## src/rtl/nibble_alu8.sv

```systemverilog
module nibble_alu8 #(
  parameter int NIB = 4,
  localparam int W = 2 * NIB
) (
  input  logic         clk,
  input  logic         rst_n,
  input  logic         start,
  input  logic         step,
  input  logic [1:0]   op_sel,
  input  logic         carry_in,
  input  logic         dest_mem,
  input  logic [W-1:0] a_in,
  input  logic [W-1:0] b_in,
  output logic [W-1:0] result,
  output logic         wr_en,
  output logic         carry_f,
  output logic         zero_f,
  output logic         busy
);

  typedef enum logic [1:0] {S_IDLE, S_OP2, S_LO, S_HI} state_t;
  state_t state;

  logic [W-1:0]   op1_q, op2_q;
  logic [1:0]     sel_q;
  logic           cin_q, mem_q, nc_q;
  logic [NIB-1:0] lo_q;

  logic           is_inc, is_sub, adv, hi_ph;
  logic [NIB-1:0] x_nib, y_raw, y_nib;
  logic           c_pass;
  logic [NIB:0]   sum;

  assign is_inc = sel_q[1];
  assign is_sub = (sel_q == 2'b01);
  assign adv    = mem_q | step;
  assign hi_ph  = (state == S_HI);

  assign x_nib  = hi_ph ? op1_q[W-1:NIB] : op1_q[NIB-1:0];
  assign y_raw  = is_inc ? '0 : (hi_ph ? op2_q[W-1:NIB] : op2_q[NIB-1:0]);
  assign y_nib  = is_sub ? ~y_raw : y_raw;
  assign c_pass = hi_ph ? nc_q : (is_inc ? 1'b1 : (is_sub ? ~cin_q : cin_q));
  assign sum    = {1'b0, x_nib} + {1'b0, y_nib} + {{NIB{1'b0}}, c_pass};

  always_ff @(posedge clk or negedge rst_n) begin
    if (!rst_n) begin
      state <= S_IDLE;
      op1_q <= '0;
      op2_q <= '0;
      sel_q <= '0;
      cin_q <= 1'b0;
      mem_q <= 1'b0;
      nc_q  <= 1'b0;
      lo_q  <= '0;
    end else begin
      case (state)
        S_IDLE: if (start) begin
          op1_q <= a_in;
          sel_q <= op_sel;
          cin_q <= carry_in;
          mem_q <= dest_mem;
          state <= S_OP2;
        end
        S_OP2: begin
          op2_q <= b_in;
          state <= S_LO;
        end
        S_LO: if (adv) begin
          lo_q  <= sum[NIB-1:0];
          nc_q  <= sum[NIB];
          state <= S_HI;
        end
        S_HI: if (adv) state <= S_IDLE;
        default: state <= S_IDLE;
      endcase
    end
  end

  assign wr_en   = hi_ph & adv;
  assign result  = {sum[NIB-1:0], lo_q};
  assign carry_f = is_sub ? ~sum[NIB] : sum[NIB];
  assign zero_f  = (sum[NIB-1:0] == '0) && (lo_q == '0);
  assign busy    = (state != S_IDLE);

endmodule


```

## config.mk

```make
export PLATFORM = sky130hd
export DESIGN_NAME = nibble_alu8
export DESIGN_NICKNAME = d
export VERILOG_FILES = /design/src/rtl/nibble_alu8.sv
export SDC_FILE = /design/constraint.sdc
export NUM_CORES = 1
export LEC_CHECK = 0
export BUFFER_PORTS_ARGS = -buffer_cell sky130_fd_sc_hd__buf_2
export CAP_MARGIN = 0
export CORE_ASPECT_RATIO = 1.4
export CORE_MARGIN = 1.5
export CORE_UTILIZATION = 53
export CTS_CLUSTER_SIZE = 40
export DETAILED_ROUTE_END_ITERATION = 10
export GPL_ROUTABILITY_DRIVEN = 1
export PLACE_DENSITY = 0.79
export SETUP_SLACK_MARGIN = 0.05
export SLEW_MARGIN = 10
export SYNTH_ARGS = -nofsm -noshare
export SYNTH_HDL_FRONTEND = slang
export SYNTH_SLANG_ARGS = --single-unit
```

## constraint.sdc

```tcl
create_clock -name clk -period 3.1 [get_ports clk]
set_input_delay 0.155 -clock clk [delete_from_list [all_inputs] [get_ports clk]]
set_output_delay 0.155 -clock clk [all_outputs]
set_load 0.1 [all_outputs]
```

==> metrics.md <==
| Metric | Value |
|---|---|
| Status | `finished, final reports clean` |
| Die Wd | `between 40 and 50 µm` |
| Reg2reg path depth | `9` |
| Synth top area cells | `dfrtp_1, mux2_2, mux2_4` |
| Clock root cell | `clkbuf_8` |
| Fmax | `0.333 GHz` |
| Critical R2R Launch | `state[1]` |
| Clk buf depth | `2` |
| H-tree Lvls | `1` |
| Starting Density | `between 50% and 60%` |
| RSZ-0062 raised after global routing | `yes` |
| Synth area leader | `dfrtp_1` |
| Max_slew headroom | `a little under three fifths` |
| Syn Nets | `between 150 and 200` |
| Antenna violations before repair | `0` |
| Sequential element share of the synthesized area | `between 40 and 50%` |
| Gr usage total | `20.0%` |
| Drt initial violations | `5` |
| Gp weighted congestion | `0.890` |
| Die area | `3280 µm²` |
| Count leader, synth | `dfrtp_1` |
| Max-slew violation count | `0` |
| Worst hold endpoint | `op1_q[2]` |
| Num CTS Buffers | `3` |
| DRC violations left | `0` |
| TritonCTS sink count | `27` |
| Crit Path Category | `reg2out` |
| CP startpoint kind | `register` |
| Cell Area, Placed | `1810 µm²` |
| Synth Flop Type | `dfrtp_1` |
| HP Start | `a_in[2]` |
| Placed cell count | `184` |
| Max Cap Viol | `0` |
| CP max FO | `4` |
| Worst R2R Setup Slack | `~650 ps` |
| Register area | `676 µm²` |
| Via count of the first global-routing pass | `1107` |
| Fin. Hold Viols | `0` |
| Routed Antenna Nets | `0` |
| Dpl hpwl | `2.25 mm` |
| Worst-skew pair later-pin latency | `roughly 260 ps` |
| Worst Path Arrival | `about 2800 ps` |
| Vias | `between 1000 and 1500` |
| Avg Cell Area, Syn | `13.2 µm²` |
| Core area | `2820 µm²` |
| Synth unique cells | `28` |
| Drt first pass iters | `3` |
| R2r endpoint | `nc_q` |
| Largest net degree at the start of global routing | `28` |
| Syn Std Cell Area | `1560 µm²` |
| Ys async rst share | `100%` |
| Ant. Diodes | `0` |
| Util after Layout | `68.2%` |
| Worst Hold Class | `in2reg` |
| CTS tree | `built` |
| Final period util | `96.7%` |
| #FFs+latches synth | `27` |
| Area growth syn-to-layout | `23.6%` |
| WHS Path Cells | `2` |
| Multi-input gate area | `roughly 840 µm²` |
| Design Area, Final | `1920 µm²` |
| Yosys top cell area share | `a little over two fifths` |
| Buffers on Ports | `35` |
| CTS clk-pin slew, worst paths | `80 ps` |
| Synth warn | `0` |
| Global route total overflow | `0` |
| Number of flops mapped to enable cells by yosys | `0` |
| Total Wirelength | `2.93 mm` |
| DR WL/cell | `15.3 µm` |
| Fillers | `215` |
| Syn Inst Count | `118` |
| Setup TNS | `0 ps` |
| Setup violators final | `0` |
| Crit path required time | `around 2900 ps` |
| Die Y | `67.1 µm` |
| Finished Layout Cells | `192` |
| Critical Path End Type | `output pin` |
| Number of I/O pins | `36` |
| Clock Skew | `2.94 ps` |
| Via density | `5.25` |
| Tmin final | `3000 ps` |
| Layout cells sized above 1 | `between 50% and 60%` |
| Cell row count | `23` |
| Nets@finish | `190` |
| First-pass GRT wire length | `4.97 mm` |
| Post-synth top cells | `dfrtp_1, mux2_2, mux2_4` |
| Slew @ Worst Pin | `636 ps` |
[registers in the layout (all words and copies together) (netlist names)]
register  cells
op1_q         8
op2_q         8
lo_q          4
sel_q         2
state         2
cin_q         1
mem_q         1
nc_q          1
[what timing repair did]
action / 4_1_cts / 5_1_grt
endpoints found under the setup margin: 2 / 2
buffers inserted: 2 / 1
resized for setup: 4 / 3
hold buffers: 1 / 0
pin swaps: 1 / 0
endpoints found under the hold margin: 27 / 0
[cells by family after synthesis]
logic type               count (synthesis)  share of synthesized area, %
multiplexers                            32                          25.4
flip-flops                              27                          43.4
AND/OR/NAND/NOR                         18                          5.71
AO/OA/AOI/OAI                           12                          7.56
buffers and inverters                   12                          4.98
adder cells (fa/ha/maj)                 10                          9.00
XOR/XNOR                                 7                          3.94
[cells in the final DEF, fill, tap and decap left out, types with 5 or more instances in the layout]
cell	instances
ha_1	7
nand2_1	5
xor2_1	5
buf_2	30
mux2_4	11
buf_12	5
mux2_2	15
buf_4	5
dfrtp_1	27
nor2_1	8
[how the worst max path moves through the flow]
stage          startpoint  endpoint  slack [ps]
2_1_floorplan    state[1]   carry_f          60
3_3_place_gp     state[1]   carry_f         220
3_5_place_dp     state[1]   carry_f         110
4_1_cts          state[1]   carry_f          90
5_1_grt          state[0]   carry_f         -10
6_report         state[1]   carry_f         100
[per-layer routing]
layer	vias up	wire (µm)	global-route usage (%)
met5	-	0	0
met4	0	63	11.8
met3	8	96	2.91
met2	30	1640	37.8
met1	493	1130	20.9
li1	477	-	-
[worst max-delay path, cell delays in order, from the launching register on]
cell,delay (ps)
dfrtp_1,410
ha_4,180
mux2i_2,230
xor2_1,170
nor2_1,80
fa_2,400
fa_2,360
a21o_1,220
a21oi_4,170
xnor2_2,160
buf_12,200
[area by class of cell]
class	count	area share [%]
Multi-Input combinational cell	79	43.9
Timing Repair Buffer	41	15.5
Clock buffer	4	2.34
Sequential cell	27	35.1
Inverter	4	0.780
Tap cell	37	2.41
[through the flow]
stage	hold WS, ps	setup slack [ps]
finish	117	101
global route	108	-12.3
CTS	109	88.2
detailed placement	195	111
global placement	183	219
floorplan	-141	57.1
Power is left out: the tool's default activity adds up to more than one toggle a clock period on the data nets, which glitch-free logic cannot reach.
